--- src/rtl/asram_pkg.sv ---
package asram_pkg;

    typedef enum logic [2:0] {
        PH_IDLE   = 3'd0,
        PH_READ   = 3'd1,
        PH_TURN   = 3'd2,
        PH_WPULSE = 3'd3,
        PH_WREC   = 3'd4,
        PH_ACK    = 3'd5
    } phase_e;

    // Pin-level control bits, all registered before leaving the block
    typedef struct packed {
        logic cs_n;
        logic oe_n;
        logic we_n;
        logic dq_oe;
        logic ack;
    } ctl_t;

    localparam ctl_t CTL_IDLE = '{cs_n: 1'b1, oe_n: 1'b1, we_n: 1'b1, dq_oe: 1'b0, ack: 1'b0};

    // Nanosecond limit to whole clocks, rounded up, never below one
    function automatic int ns2cyc(input int lim_ns, input int clk_ns);
        int c;
        c = (lim_ns + clk_ns - 1) / clk_ns;
        return (c < 1) ? 1 : c;
    endfunction

    function automatic int imax(input int a, input int b);
        return (a > b) ? a : b;
    endfunction

endpackage

--- src/rtl/asram_seq.sv ---
module asram_seq
    import asram_pkg::*;
#(
    parameter int AW       = 19,
    parameter int DW       = 8,
    parameter int RD_CYC   = 18,
    parameter int TURN_CYC = 7,
    parameter int WP_CYC   = 15,
    parameter int REC_CYC  = 3,
    parameter int CNT_W    = 5
) (
    input  logic          clk,
    input  logic          rst_n,
    input  logic          req_valid,
    input  logic          req_write,
    input  logic [AW-1:0] req_addr,
    input  logic [DW-1:0] req_wdata,
    output ctl_t          ctl_d,
    output logic [AW-1:0] addr_d,
    output logic [DW-1:0] wdata_d,
    output logic          cap_en
);

    localparam logic [CNT_W-1:0] RD_LAST   = CNT_W'(RD_CYC - 1);
    localparam logic [CNT_W-1:0] TURN_LAST = CNT_W'(TURN_CYC - 1);
    localparam logic [CNT_W-1:0] WP_LAST   = CNT_W'(WP_CYC - 1);
    localparam logic [CNT_W-1:0] REC_LAST  = CNT_W'(REC_CYC - 1);

    typedef struct packed {
        phase_e          ph;
        logic [CNT_W-1:0] cnt;
        logic [AW-1:0]   addr;
        logic [DW-1:0]   wdata;
    } seq_s;

    seq_s seq_d, seq_q;
    logic cnt_zero;

    assign cnt_zero = (seq_q.cnt == '0);

    always_comb begin
        seq_d  = seq_q;
        cap_en = 1'b0;
        case (seq_q.ph)
            PH_IDLE: begin
                if (req_valid) begin
                    seq_d.addr  = req_addr;
                    seq_d.wdata = req_wdata;
                    if (req_write) begin
                        seq_d.ph  = PH_TURN;
                        seq_d.cnt = TURN_LAST;
                    end else begin
                        seq_d.ph  = PH_READ;
                        seq_d.cnt = RD_LAST;
                    end
                end
            end
            PH_READ: begin
                if (cnt_zero) begin
                    cap_en   = 1'b1;
                    seq_d.ph = PH_ACK;
                end else begin
                    seq_d.cnt = seq_q.cnt - 1'b1;
                end
            end
            PH_TURN: begin
                if (cnt_zero) begin
                    seq_d.ph  = PH_WPULSE;
                    seq_d.cnt = WP_LAST;
                end else begin
                    seq_d.cnt = seq_q.cnt - 1'b1;
                end
            end
            PH_WPULSE: begin
                if (cnt_zero) begin
                    seq_d.ph  = PH_WREC;
                    seq_d.cnt = REC_LAST;
                end else begin
                    seq_d.cnt = seq_q.cnt - 1'b1;
                end
            end
            PH_WREC: begin
                if (cnt_zero) begin
                    seq_d.ph = PH_ACK;
                end else begin
                    seq_d.cnt = seq_q.cnt - 1'b1;
                end
            end
            PH_ACK:  seq_d.ph = PH_IDLE;
            default: seq_d.ph = PH_IDLE;
        endcase

        // Pin levels for the phase about to start
        ctl_d = CTL_IDLE;
        case (seq_d.ph)
            PH_READ: begin
                ctl_d.cs_n = 1'b0;
                ctl_d.oe_n = 1'b0;
            end
            PH_WPULSE: begin
                ctl_d.cs_n  = 1'b0;
                ctl_d.we_n  = 1'b0;
                ctl_d.dq_oe = 1'b1;
            end
            PH_WREC: ctl_d.dq_oe = 1'b1;
            PH_ACK:  ctl_d.ack   = 1'b1;
            default: ctl_d = CTL_IDLE;
        endcase
        addr_d  = seq_d.addr;
        wdata_d = seq_d.wdata;
    end

    always_ff @(posedge clk or negedge rst_n) begin
        if (!rst_n) begin
            seq_q <= '{ph: PH_IDLE, cnt: '0, addr: '0, wdata: '0};
        end else begin
            seq_q <= seq_d;
        end
    end

endmodule

--- src/rtl/asram_pinreg.sv ---
module asram_pinreg
    import asram_pkg::*;
#(
    parameter int AW = 19,
    parameter int DW = 8
) (
    input  logic          clk,
    input  logic          rst_n,
    input  ctl_t          ctl_d,
    input  logic [AW-1:0] addr_d,
    input  logic [DW-1:0] dq_d,
    output ctl_t          ctl_q,
    output logic [AW-1:0] addr_q,
    output logic [DW-1:0] dq_q
);

    typedef struct packed {
        ctl_t          ctl;
        logic [AW-1:0] addr;
        logic [DW-1:0] dq;
    } pin_s;

    pin_s pin_d, pin_q;

    always_comb begin
        pin_d.ctl  = ctl_d;
        pin_d.addr = addr_d;
        pin_d.dq   = dq_d;
    end

    always_ff @(posedge clk or negedge rst_n) begin
        if (!rst_n) begin
            pin_q <= '{ctl: CTL_IDLE, addr: '0, dq: '0};
        end else begin
            pin_q <= pin_d;
        end
    end

    assign ctl_q  = pin_q.ctl;
    assign addr_q = pin_q.addr;
    assign dq_q   = pin_q.dq;

endmodule

--- src/rtl/asram_rdcap.sv ---
module asram_rdcap #(
    parameter int DW = 8
) (
    input  logic          clk,
    input  logic          rst_n,
    input  logic          cap_en,
    input  logic [DW-1:0] din,
    output logic [DW-1:0] dout
);

    logic [DW-1:0] data_d, data_q;

    always_comb begin
        data_d = cap_en ? din : data_q;
    end

    always_ff @(posedge clk or negedge rst_n) begin
        if (!rst_n) begin
            data_q <= '0;
        end else begin
            data_q <= data_d;
        end
    end

    assign dout = data_q;

endmodule

--- src/rtl/asram_ctl.sv ---
module asram_ctl
    import asram_pkg::*;
#(
    parameter int AW        = 19,
    parameter int DW        = 8,
    parameter int CLK_NS    = 4,
    parameter int T_RC_NS   = 70,
    parameter int T_AA_NS   = 70,
    parameter int T_WC_NS   = 70,
    parameter int T_WP_NS   = 55,
    parameter int T_CW_NS   = 60,
    parameter int T_DW_NS   = 30,
    parameter int T_OHZ_NS  = 25
) (
    input  logic          clk,
    input  logic          rst_n,
    input  logic          req_valid,
    input  logic          req_write,
    input  logic [AW-1:0] req_addr,
    input  logic [DW-1:0] req_wdata,
    output logic          req_ack,
    output logic [DW-1:0] rsp_rdata,
    output logic [AW-1:0] mem_addr,
    output logic          mem_cs_n,
    output logic          mem_oe_n,
    output logic          mem_we_n,
    output logic [DW-1:0] mem_dq_o,
    output logic          mem_dq_oe,
    input  logic [DW-1:0] mem_dq_i
);

    localparam int RD_CYC   = imax(ns2cyc(T_AA_NS, CLK_NS), ns2cyc(T_RC_NS, CLK_NS));
    localparam int TURN_CYC = ns2cyc(T_OHZ_NS, CLK_NS);
    localparam int WP_CYC   = imax(imax(ns2cyc(T_WP_NS, CLK_NS), ns2cyc(T_CW_NS, CLK_NS)),
                                   ns2cyc(T_DW_NS, CLK_NS));
    localparam int WC_CYC   = ns2cyc(T_WC_NS, CLK_NS);
    localparam int REC_CYC  = (WC_CYC > WP_CYC) ? (WC_CYC - WP_CYC) : 1;
    localparam int MAX_CYC  = imax(imax(RD_CYC, TURN_CYC), imax(WP_CYC, REC_CYC));
    localparam int CNT_W    = $clog2(MAX_CYC + 1);

    ctl_t          ctl_d, ctl_q;
    logic [AW-1:0] addr_d;
    logic [DW-1:0] wdata_d;
    logic          cap_en;

    asram_seq #(
        .AW(AW), .DW(DW), .RD_CYC(RD_CYC), .TURN_CYC(TURN_CYC),
        .WP_CYC(WP_CYC), .REC_CYC(REC_CYC), .CNT_W(CNT_W)
    ) u_seq (
        .clk       (clk),
        .rst_n     (rst_n),
        .req_valid (req_valid),
        .req_write (req_write),
        .req_addr  (req_addr),
        .req_wdata (req_wdata),
        .ctl_d     (ctl_d),
        .addr_d    (addr_d),
        .wdata_d   (wdata_d),
        .cap_en    (cap_en)
    );

    asram_pinreg #(.AW(AW), .DW(DW)) u_pins (
        .clk    (clk),
        .rst_n  (rst_n),
        .ctl_d  (ctl_d),
        .addr_d (addr_d),
        .dq_d   (wdata_d),
        .ctl_q  (ctl_q),
        .addr_q (mem_addr),
        .dq_q   (mem_dq_o)
    );

    asram_rdcap #(.DW(DW)) u_rdcap (
        .clk    (clk),
        .rst_n  (rst_n),
        .cap_en (cap_en),
        .din    (mem_dq_i),
        .dout   (rsp_rdata)
    );

    assign mem_cs_n  = ctl_q.cs_n;
    assign mem_oe_n  = ctl_q.oe_n;
    assign mem_we_n  = ctl_q.we_n;
    assign mem_dq_oe = ctl_q.dq_oe;
    assign req_ack   = ctl_q.ack;

endmodule

--- config.mk ---
export PLATFORM = sky130hd
export DESIGN_NAME = asram_ctl
export DESIGN_NICKNAME = d
export VERILOG_FILES = /design/src/rtl/asram_pkg.sv /design/src/rtl/asram_seq.sv /design/src/rtl/asram_pinreg.sv /design/src/rtl/asram_rdcap.sv /design/src/rtl/asram_ctl.sv
export SDC_FILE = /design/constraint.sdc
export NUM_CORES = 1
export LEC_CHECK = 0
export BUFFER_PORTS_ARGS = -buffer_cell sky130_fd_sc_hd__buf_2
export CAP_MARGIN = 20
export CORE_MARGIN = 5
export CORE_UTILIZATION = 45
export CTS_BUF_LIST = sky130_fd_sc_hd__clkbuf_16
export CTS_CLUSTER_SIZE = 24
export DETAILED_ROUTE_END_ITERATION = 12
export MAX_ROUTING_LAYER = met4
export PLACE_DENSITY = 0.72
export SYNTH_ARGS = -nofsm -noshare
export SYNTH_HDL_FRONTEND = slang
export SYNTH_SLANG_ARGS = --single-unit
--- constraint.sdc ---
create_clock -name clk -period 2.05 [get_ports clk]
set_input_delay 0.41 -clock clk [delete_from_list [all_inputs] [get_ports clk]]
set_output_delay 0.41 -clock clk [all_outputs]
set_load 0.01 [all_outputs]
After elaboration in Yosys (flattened, before gate mapping) --
Index checks and enable logic that the tools add are counted.
Storage, ports and cells: bits in registers 48, input bits 39, output and inout bits 40, logic and storage cells 46
Cells by class: $add $sub $neg 1, equality and inequality tests 10, muxes and demuxes 17, reductions and logical operators 8
Operators with widths (count):
- $mux 35 | 1
- $pmux 5 s4 | 1
- $mux 5 | 3
- $pmux 3 s4 | 1
- $eq 3x2->1 const B | 3
- $eq 3x3->1 const B | 3
- $mux 3 | 3
- $mux 1 | 7
- $mux 7 | 1
- $eq 3x1->1 const B | 2
- $reduce_or 2->1 | 3
- $logic_not 5->1 | 1
- $sub 5x1->5 const B | 1
- $ne 2x2->1 const B | 2
- $reduce_bool 4->1 | 1
- $logic_not 3->1 | 1
- $reduce_and 3->1 | 1
- $reduce_and 2->1 | 1

Longest topological paths before layout --
Gate-level depths: netlist of the first run.
word-level depth 6, gate-level depth with buffers 8

Modules after synthesis --
A second synthesis of the first run with hierarchy kept.
Second synthesis, totals: cell total of the unflattened synthesis 231, area total of the unflattened synthesis 3189.3 µm²
Modules (own cells, without submodules):
- asram_seq | times used 1, cells each 182, area each 2053.2 µm², sequential area each 875.8 µm²
- asram_pinreg | times used 1, cells each 32, area each 804.5 µm², sequential area each 804.5 µm²
- asram_rdcap | times used 1, cells each 17, area each 331.6 µm², sequential area each 200.2 µm²

Least setup slack after synthesis of the first run --
Ideal clock, no wire load.
path type register -> register, from reg u_seq.seq_q[27] (netlist bit), to reg u_seq.seq_q[32] (netlist bit), data arrival time 1781 ps, data required time 1923 ps, slack 142 ps, stages on the path, launching flop included 9, path buffers 2, cells stage by stage dfrtp_1 > clkbuf_1 > inv_1 > ha_1 > or4b_1 > clkbuf_1 > nand2_1 > a31oi_1 > or2_2
RTL lines:
- start: declaration | line asram_seq.sv:36 | seq_s seq_d, seq_q;
- start signal: assignment | line asram_seq.sv:115 | seq_q <= '{ph: PH_IDLE, cnt: '0, addr: '0, wdata: '0};
- start signal: assignment | line asram_seq.sv:117 | seq_q <= seq_d;

==> impl_metrics.env, run 1 <==
export IMPL_status="finished, final reports clean"
export IMPL_grt_max_degree=27
export IMPL_synth_common_cells="45 x dfrtp_1, 35 x mux2_2, 28 x buf_4, 9 x nor2_1"
export IMPL_avgSynthCellArea_um2=11.9
export IMPL_cts_setup_buffers=0
export IMPL_rsz0062_at_grt="false"
export IMPL_wl_um=4470
export IMPL_critPathMaxFanout=6
export IMPL_post_drt_wl_per_cell_um=14.0
export IMPL_drcViolationCount=0
export IMPL_cts_tree="built"
export IMPL_worstSetupStartpointType="register"
export IMPL_initial_core_util_pct=45.6
export IMPL_cap_viol_max_count=0
export IMPL_dp_hpwl_um=3360
export IMPL_power_leakage_uw=0.00134
export IMPL_ys_ff_latch=48
export IMPL_layout_nets=289
export IMPL_layout_drive_gt1_share_pct=55.6
export IMPL_rows=26
export IMPL_die_area_um2=6630
export IMPL_r2r_cells=6
export IMPL_yosys_area_top_type="dfrtp_1"
export IMPL_vdd_drop_max_uv=827
export IMPL_setup_tns_ns=0
export IMPL_ys_flop_type="dfrtp_1"
export IMPL_cp_end_kind="register"
export IMPL_slowest_stage="or4b_1"
export IMPL_drtPass1Iterations=4
export IMPL_reg2reg_setup_slack_ns=0.11
export IMPL_numCtsBuffers=5
export IMPL_whs_ns=0.0967
export IMPL_synthCells=193
export IMPL_clk_path_buf_depth=2
export IMPL_tightest_slew_ns=0.528
export IMPL_cts_root_buffer="clkbuf_16"
export IMPL_synth_area_top_cells="dfrtp_1 49%, mux2_2 17%, buf_4 9.2%"
export IMPL_synth_warnings=0
export IMPL_dr_total_vias=1591
export IMPL_postCtsResizedCells=0
export IMPL_required_ns=2.22
export IMPL_yosysMostFrequentCell="dfrtp_1"
export IMPL_io_pins=79
export IMPL_drt_iter0_drc=98
export IMPL_relSlewSlack_pct=64.8
export IMPL_hold_viol_final=0
export IMPL_syn_num_nets=233
export IMPL_numClockSinks=48
export IMPL_synth_area_um2=2300
export IMPL_critical_path_class="reg -> reg"
export IMPL_avgViaCountPerCell=4.97
export IMPL_path_cells="inv_1 > ha_1 > or4b_1 > nand2_1 > a31oi_1 > or2_2"
export IMPL_area_delta_synth_final_pct=21.7
export IMPL_htreeDepth=2
export IMPL_finalWorstPathRequiredPeriod_ns=1.94
export IMPL_clock_latency_ns=0.29
export IMPL_ys_types=39
export IMPL_min_path_type="in -> async"
export IMPL_grt_pass1_wl_um=7380
export IMPL_instances_no_fill=320
export IMPL_cts_hold_buf=0
export IMPL_synth_async_reset_ratio_pct=100
export IMPL_port_buffers=78
export IMPL_synth_edf_count=0
export IMPL_path_clk_slew_ns=0.07
export IMPL_skew_ns=0.00399
export IMPL_setup_violations=0
export IMPL_final_antenna_net_count=0
export IMPL_crit_arrival_ns=2.11
export IMPL_insertedDiodeCount=0
export IMPL_die_x_um=81.5
export IMPL_path_buf_inv=1
export IMPL_period_share_pct=94.4
export IMPL_core_area_um2=5040
export IMPL_r2r_start="u_seq.seq_q[28]"
export IMPL_slowest_delay_ns=0.59
export IMPL_slew_violations=0
export IMPL_grt_overflow=0
export IMPL_antenna_found_initial=0
export IMPL_max_freq_mhz=516
export IMPL_gp_congestion=0.835
export IMPL_path_depth=6
export IMPL_cp_top_family="simple AND/OR/NAND/NOR gates"
export IMPL_grt_pass1_vias=1638
export IMPL_die_h_um=81.5
export IMPL_dp_cells=312
export IMPL_r2r_end="u_seq.seq_q[32]"
export IMPL_synth_top_cell_area_share_pct=49.0
export IMPL_grtUsageTotal_pct=14.7
export IMPL_synth_seq_area_share_pct=52.5
export IMPL_power_density_nw_per_um2=1670
## cell families after synthesis
family | Yosys count | synth area share [%]
compound gates | 29 | 8.61
fa+ha+maj | 1 | 0.545
buf+inv | 44 | 12.1
flops | 48 | 52.5
mux | 35 | 17.2
simple gates | 36 | 9.15
## placed cells by master, fill, tap and decap left out, types with 3 or more instances in the layout
master and count:
buf_2 78, dfrtp_1 45, mux2_2 35, nor2_1 9, inv_1 7, o21ai_0 7, buf_4 7, clkbuf_16 5
a21oi_1 4, nand2_1 4, nor3_1 4, nand3_1 3, a31oi_1 3, nand2b_1 3, dfstp_2 3
## layout make-up
| cell class | instances | area (um2) |
|---|---|---|
| Fill cell | 441 | 2250 |
| Sequential cell | 48 | 1200 |
| Multi-Input combinational cell | 101 | 821 |
| Timing Repair Buffer | 86 | 463 |
| Clock buffer | 5 | 125 |
| Tap cell | 70 | 87.6 |
| Clock inverter | 3 | 68.8 |
| Inverter | 7 | 26.3 |
## sequential cells by signal, indices dropped and copies added (netlist names)
signal and flops:
u_pins.ctl_q 5, u_rdcap.dout 8, u_seq.seq_q 27, u_pins.dq_q 8
## metal layers
metal / vias up / routed length [um] / global-route usage [%]
li1: 768 / - / -
met1: 753 / 1920 / 18.1
met2: 66 / 2130 / 22.7
met3: 4 / 378 / 5.26
met4: 0 / 42 / 4.22
met5: - / 0 / -
## report_power, final
group	switching (uW)	total, uW	internal, uW
Clock	358	1060	703
Combinational	926	1880	958
Sequential	287	1720	1440
## through the flow
step	utilization [%]	cell area, um2	power, uW	setup slack, ns
2_1_floorplan	-	2300	3300	0.142
6_report	55.5	2800	4670	0.114
3_5_place_dp	51.6	2600	3650	0.152
4_1_cts	55.5	2800	4730	0.125
5_1_grt	55.5	2800	5010	0.0280
3_3_place_gp	51.6	2600	3600	0.195
## how the worst max path moves through the flow
stage	start	end	slack (ns)
after floorplan	u_seq.seq_q[27]	u_seq.seq_q[32]	0.14
after global placement	u_seq.seq_q[28]	u_seq.seq_q[28]	0.20
after detailed placement	u_seq.seq_q[28]	u_seq.seq_q[32]	0.15
after CTS	u_seq.seq_q[28]	u_seq.seq_q[32]	0.12
after global routing	u_seq.seq_q[28]	u_seq.seq_q[28]	0.03
final	u_seq.seq_q[28]	u_seq.seq_q[32]	0.11
Power figures use the tool's default switching activity.
==> run 2, diff against run 1 <==
--- a/config.mk
+++ b/config.mk
@@ -5,6 +5,7 @@
 export SDC_FILE = /design/constraint.sdc
 export NUM_CORES = 1
 export LEC_CHECK = 0
+export ABC_AREA = 1
 export BUFFER_PORTS_ARGS = -buffer_cell sky130_fd_sc_hd__buf_2
 export CAP_MARGIN = 20
 export CORE_MARGIN = 5
==> impl_metrics.env, run 2 <==
export IMPL_dp_cells=397
export IMPL_regMostFlops="u_seq.seq_q"
export IMPL_numClockSinks=48
export IMPL_core_area_um2=5010
export IMPL_avgViaCountPerCell=4.44
export IMPL_reg2reg_setup_slack_ns=0.40
export IMPL_p_clk_share_pct=19.6
export IMPL_synth_seq_area_share_pct=52.7
export IMPL_slew_violations=0
export IMPL_slowest_stage="dfrtp_1"
export IMPL_min_path_type="in -> async"
export IMPL_ys_flop_type="dfrtp_1"
export IMPL_dr_total_vias=1798
export IMPL_switching_share_pct=40.2
export IMPL_area_delta_synth_final_pct=18.4
export IMPL_r2r_end="u_seq.seq_q[27]"
export IMPL_setup_violations=0
export IMPL_r2r_cells=9
export IMPL_r2r_start="u_seq.seq_q[27]"
export IMPL_max_freq_mhz=606
export IMPL_rows=26
export IMPL_cp_top_family="simple AND/OR/NAND/NOR gates"
export IMPL_power_density_nw_per_um2=1690
export IMPL_grt_overflow=0
export IMPL_power_switching_uw=1840
export IMPL_die_x_um=81.3
export IMPL_whs_ns=0.226
export IMPL_relSlewSlack_pct=60.4
export IMPL_tightest_slew_ns=0.594
export IMPL_synth_async_reset_ratio_pct=100
export IMPL_required_ns=2.22
export IMPL_ys_ff_latch=48
export IMPL_cap_viol_max_count=0
export IMPL_skew_ns=0.00499
export IMPL_worstSetupStartpointType="register"
export IMPL_synth_common_cells="139 x nand2_1, 45 x dfrtp_1, 29 x buf_4, 16 x inv_1, 10 x o21ai_0"
export IMPL_cts_root_buffer="clkbuf_16"
export IMPL_layout_nets=374
export IMPL_gp_congestion=0.875
export IMPL_status="finished, final reports clean"
export IMPL_power_leakage_uw=0.00157
export IMPL_clock_latency_ns=0.28
export IMPL_synthCells=279
export IMPL_setup_tns_ns=0
export IMPL_die_area_um2=6600
export IMPL_layout_common_cells="139 x nand2_1, 78 x buf_2, 45 x dfrtp_1"
export IMPL_path_clk_slew_ns=0.06
export IMPL_dp_hpwl_um=3380
export IMPL_post_drt_wl_per_cell_um=11.1
export IMPL_numCtsBuffers=5
export IMPL_die_h_um=81.3
export IMPL_cts_tree="built"
export IMPL_multi_input_area_um2=757
export IMPL_critPathMaxFanout=16
export IMPL_instances_no_fill=405
export IMPL_regArea_um2=1200
export IMPL_grt_pass1_vias=1689
export IMPL_clk_path_buf_depth=2
export IMPL_synth_area_top_cells="dfrtp_1 49%, nand2_1 23%, buf_4 9.5%"
export IMPL_rsz0062_at_grt="false"
export IMPL_htreeDepth=2
export IMPL_path_depth=9
export IMPL_comb_power_share_pct=44.4
export IMPL_antenna_found_initial=0
export IMPL_hold_viol_final=0
export IMPL_synth_top_cell_area_share_pct=49.3
export IMPL_crit_arrival_ns=1.82
export IMPL_pwr_share_seq_pct=36.0
export IMPL_synth_area_um2=2280
export IMPL_grtUsageTotal_pct=15.0
export IMPL_cts_setup_buffers=0
export IMPL_cp_end_kind="register"
export IMPL_synth_warnings=0
export IMPL_period_share_pct=80.5
export IMPL_largest_register_ffs=27
export IMPL_grt_max_degree=49
export IMPL_layout_drive_gt1_share_pct=31.3
export IMPL_final_common_cell="nand2_1"
export IMPL_cts_hold_buf=0
export IMPL_path_cells="inv_1 > ha_1 > nand3_2 > inv_1 > nand2_1 > nand2_2 > inv_2 > nand2_1 > nand2_1"
export IMPL_critPathMostFrequentCell="nand2_1"
export IMPL_critical_path_class="reg -> reg"
export IMPL_port_buffers=78
export IMPL_finalWorstPathRequiredPeriod_ns=1.65
export IMPL_grt_pass1_wl_um=7550
export IMPL_fillers=515
export IMPL_postCtsResizedCells=0
export IMPL_synth_edf_count=0
export IMPL_p_int_uw=2740
export IMPL_wl_um=4500
export IMPL_drt_iter0_drc=62
export IMPL_avgSynthCellArea_um2=8.19
export IMPL_final_antenna_net_count=0
export IMPL_io_pins=79
export IMPL_slowest_delay_ns=0.39
export IMPL_yosys_area_top_type="dfrtp_1"
export IMPL_vdd_drop_max_uv=634
export IMPL_syn_num_nets=319
export IMPL_drcViolationCount=0
export IMPL_ys_types=21
export IMPL_insertedDiodeCount=0
export IMPL_initial_core_util_pct=45.6
export IMPL_yosysMostFrequentCell="nand2_1"
export IMPL_drtPass1Iterations=5
export IMPL_path_buf_inv=3
==> run 2: cell types whose count changed after synthesis, moves of 3 or more <==
cell      change
nor2_2        +3
a31oi_1       -3
nand2_2       +4
buf_2         -3
inv_1         +9
nor3_1        -4
clkbuf_1      -3
nand2b_1      -3
nand2_1     +135
mux2_2       -35
o21ai_0       +3
==> run 2: final cells by class <==
| class | count | area share [%] |
|---|---|---|
| flip-flops and latches | 48 | 44.5 |
| multi-input cells | 179 | 28.0 |
| repair buffers | 82 | 15.5 |
| clock buffers | 5 | 4.63 |
| well taps | 70 | 3.24 |
| inverters | 18 | 2.50 |
| clock inverters | 3 | 1.57 |
==> run 2: power groups by stage <==
stage | combinational (uW) | clock (uW) | sequential, uW
floorplan | 1700 | 0 | 1690
global placement | 2010 | 0 | 1660
detailed placement | 2060 | 0 | 1670
CTS | 2060 | 926 | 1650
global route | 2350 | 976 | 1710
finish | 2030 | 897 | 1650
==> run 2: how the worst max path moves through the flow <==
stage	to	slack [ns]	start
6_report	u_seq.seq_q[27]	0.40	u_seq.seq_q[27]
5_1_grt	u_seq.seq_q[28]	0.20	u_seq.seq_q[27]
4_1_cts	u_seq.seq_q[30]	0.39	u_seq.seq_q[27]
3_5_place_dp	u_seq.seq_q[30]	0.41	u_seq.seq_q[27]
3_3_place_gp	u_seq.seq_q[30]	0.47	u_seq.seq_q[27]
2_1_floorplan	u_seq.seq_q[30]	0.74	u_seq.seq_q[27]
==> run 2: through the flow <==
| stage | power (uW) | utilization [%] | area [um2] | setup slack, ns |
|---|---|---|---|---|
| 2_1_floorplan | 3390 | - | 2280 | 0.739 |
| 3_3_place_gp | 3670 | 50.6 | 2540 | 0.466 |
| 3_5_place_dp | 3720 | 50.6 | 2540 | 0.411 |
| 4_1_cts | 4640 | 54.0 | 2710 | 0.392 |
| 5_1_grt | 5040 | 54.0 | 2710 | 0.202 |
| 6_report | 4580 | 54.0 | 2710 | 0.401 |
==> run 2: kinds of logic (layout without fill, tap and decap cells) <==
logic type	Yosys count	count (layout)	share of synthesized area [%]
AO/OA/AOI/OAI	14	14	3.07
AND/OR/NAND/NOR	162	162	28.8
flip-flops	48	48	52.7
XOR/XNOR	2	2	0.767
buffers and inverters	52	108	14.1
adder cells (fa/ha/maj)	1	1	0.548
==> run 2: routing by layer <==
| layer | global-route usage [%] | up-vias | wire length (um) |
|---|---|---|---|
| met5 | - | - | 0 |
| met4 | 4.56 | 0 | 46 |
| met3 | 3.99 | 5 | 329 |
| met2 | 24.5 | 53 | 2080 |
| met1 | 18.3 | 814 | 2040 |
| li1 | - | 926 | - |
==> run 3, diff against run 2 <==
==> constraint.sdc (replaced) <==
create_clock -name clk -period 1.3 [get_ports clk]
set_input_delay 0.26 -clock clk [delete_from_list [all_inputs] [get_ports clk]]
set_output_delay 0.26 -clock clk [all_outputs]
set_load 0.01 [all_outputs]
==> impl_metrics.env, run 3 (synthesis results as in run 2) <==
export IMPL_instances_no_fill=427
export IMPL_slowest_stage="dfrtp_2"
export IMPL_htreeDepth=2
export IMPL_critPathMaxFanout=13
export IMPL_port_buffers=78
export IMPL_fin_area_um2=3060
export IMPL_power_density_nw_per_um2=2770
export IMPL_setup_tns_ns=-0.933
export IMPL_drt_iter0_drc=60
export IMPL_layout_drive_gt1_share_pct=42.9
export IMPL_relSlewSlack_pct=83.1
export IMPL_grt_max_degree=49
export IMPL_grt_pass1_vias=1808
export IMPL_post_drt_wl_per_cell_um=12.9
export IMPL_io_pins=79
export IMPL_period_share_pct=105
export IMPL_cp_top_family="simple AND/OR/NAND/NOR gates"
export IMPL_min_path_type="in -> reg"
export IMPL_path_buf_inv=2
export IMPL_power_leakage_uw=0.00172
export IMPL_numCtsBuffers=5
export IMPL_wl_um=5520
export IMPL_required_ns=1.52
export IMPL_setup_violations=34
export IMPL_area_delta_synth_final_pct=34.1
export IMPL_cp_end_kind="register"
export IMPL_p_total_uw=8490
export IMPL_crit_arrival_ns=1.58
export IMPL_rows=26
export IMPL_die_h_um=81.3
export IMPL_largest_register_ffs=27
export IMPL_grt_overflow=0
export IMPL_final_common_cell="nand2_1"
export IMPL_insertedDiodeCount=0
export IMPL_dp_cells=403
export IMPL_cts_root_buffer="clkbuf_16"
export IMPL_critical_path_class="reg -> reg"
export IMPL_setup_ws_ns=-0.0644
export IMPL_avgViaCountPerCell=4.58
export IMPL_slew_violations=0
export IMPL_dr_total_vias=1957
export IMPL_drtPass1Iterations=4
export IMPL_tightest_slew_ns=0.253
export IMPL_antenna_found_initial=0
export IMPL_core_area_um2=5010
export IMPL_fillers=452
export IMPL_clk_path_buf_depth=2
export IMPL_cts_tree="built"
export IMPL_drcViolationCount=0
export IMPL_gp_congestion=0.855
export IMPL_slowest_delay_ns=0.44
export IMPL_regArea_um2=1210
export IMPL_max_freq_mhz=733
export IMPL_path_clk_slew_ns=0.06
export IMPL_regMostFlops="u_seq.seq_q"
export IMPL_final_antenna_net_count=0
export IMPL_grtUsageTotal_pct=16.4
export IMPL_layout_nets=396
export IMPL_cap_viol_max_count=0
export IMPL_rsz0062_at_grt="true"
export IMPL_hold_viol_final=0
export IMPL_violations="negative setup slack"
export IMPL_dpl_instance_area_um2=2610
export IMPL_numClockSinks=48
export IMPL_finalWorstPathRequiredPeriod_ns=1.36
export IMPL_status="complete, but fails checks"
export IMPL_die_x_um=81.3
export IMPL_skew_ns=0.00327
export IMPL_die_area_um2=6600
export IMPL_dp_hpwl_um=3540
export IMPL_vdd_drop_max_uv=1230
export IMPL_initial_core_util_pct=45.6
export IMPL_clock_latency_ns=0.28
export IMPL_multi_input_area_um2=882
export IMPL_layout_common_cells="129 x nand2_1, 79 x buf_2, 43 x dfrtp_1"
export IMPL_worstSetupStartpointType="register"
export IMPL_utilization_pct=61.2
export IMPL_grt_pass1_wl_um=8160
export IMPL_path_cells="nor2_4 > nand2_2 > nor2_4 > buf_4 > clkbuf_16 > nand2_1 > nand2_1"
[run 3: cell count changes in the layout (fill, tap and decap cells not counted), moves of 5 or more]
cell     before  now
nand2_4       0    5
nand2_2       4    9
buf_4         4   17
nor2_4        1    6
nand2_1     139  129
inv_1        16   10
[run 3: where the power goes]
part	switching (uW)	leakage (uW)	total [uW]	internal [uW]
combinational	2600	0.00105	4450	1860
clock	513	0.0000850	1410	896
sequential	385	0.000588	2630	2240
[run 3: cell type report]
cell class	instances	area share [%]
Sequential cell	48	39.4
Tap cell	70	2.86
Timing Repair Buffer	104	21.0
Clock inverter	3	1.27
Inverter	18	2.61
Multi-Input combinational cell	179	28.8
Clock buffer	5	4.08
[run 3: per-layer routing]
| layer | up-vias | track usage, % | part of all wire, % |
|---|---|---|---|
| met5 | - | - | 0 |
| met2 | 66 | 26.8 | 52 |
| met3 | 7 | 4.66 | 7.0 |
| met4 | 0 | 5.41 | 1.1 |
| li1 | 972 | - | - |
| met1 | 912 | 19.4 | 40 |
[run 3: worst reg2reg max path, stage by stage, from the launching register on]
cell,delay [ns]
dfrtp_2,0.44
nor2_4,0.15
nand2_2,0.08
nor2_4,0.21
buf_4,0.16
clkbuf_16,0.15
nand2_1,0.06
nand2_1,0.06
[run 3: timing repair]
item	in CTS	in global routing
setup endpoints to repair	45	45
gates resized for setup	15	35
hold buffers	1	0
cloned	1	1
hold endpoints to repair	45	0
pin swaps	7	15
buffers inserted	2	11
[run 3: stage by stage]
step	hold WS [ns]	setup WS [ns]
floorplan	-0.0356	0.00804
finish	0.177	-0.0644
CTS	0.173	-0.0348
global placement	0.265	-0.105
detailed placement	0.264	-0.164
global route	0.173	-0.132
[run 3: path summary, 6_finish.rpt]
check                                        to  slack, ns       startpoint  cells past startpoint
max in group asynchronous       u_pins.ctl_q[4]       0.52            rst_n                      3
worst max register to register  u_seq.seq_q[18]      -0.06  u_seq.seq_q[32]                      7
worst min register to register   u_pins.dq_q[3]       0.47   u_pins.dq_q[3]                      2
worst max-delay path            u_seq.seq_q[18]      -0.06  u_seq.seq_q[32]                      7
min in group asynchronous       u_seq.seq_q[20]       0.51            rst_n                      3
worst min-delay path             u_pins.dq_q[1]       0.18     req_wdata[1]                      3
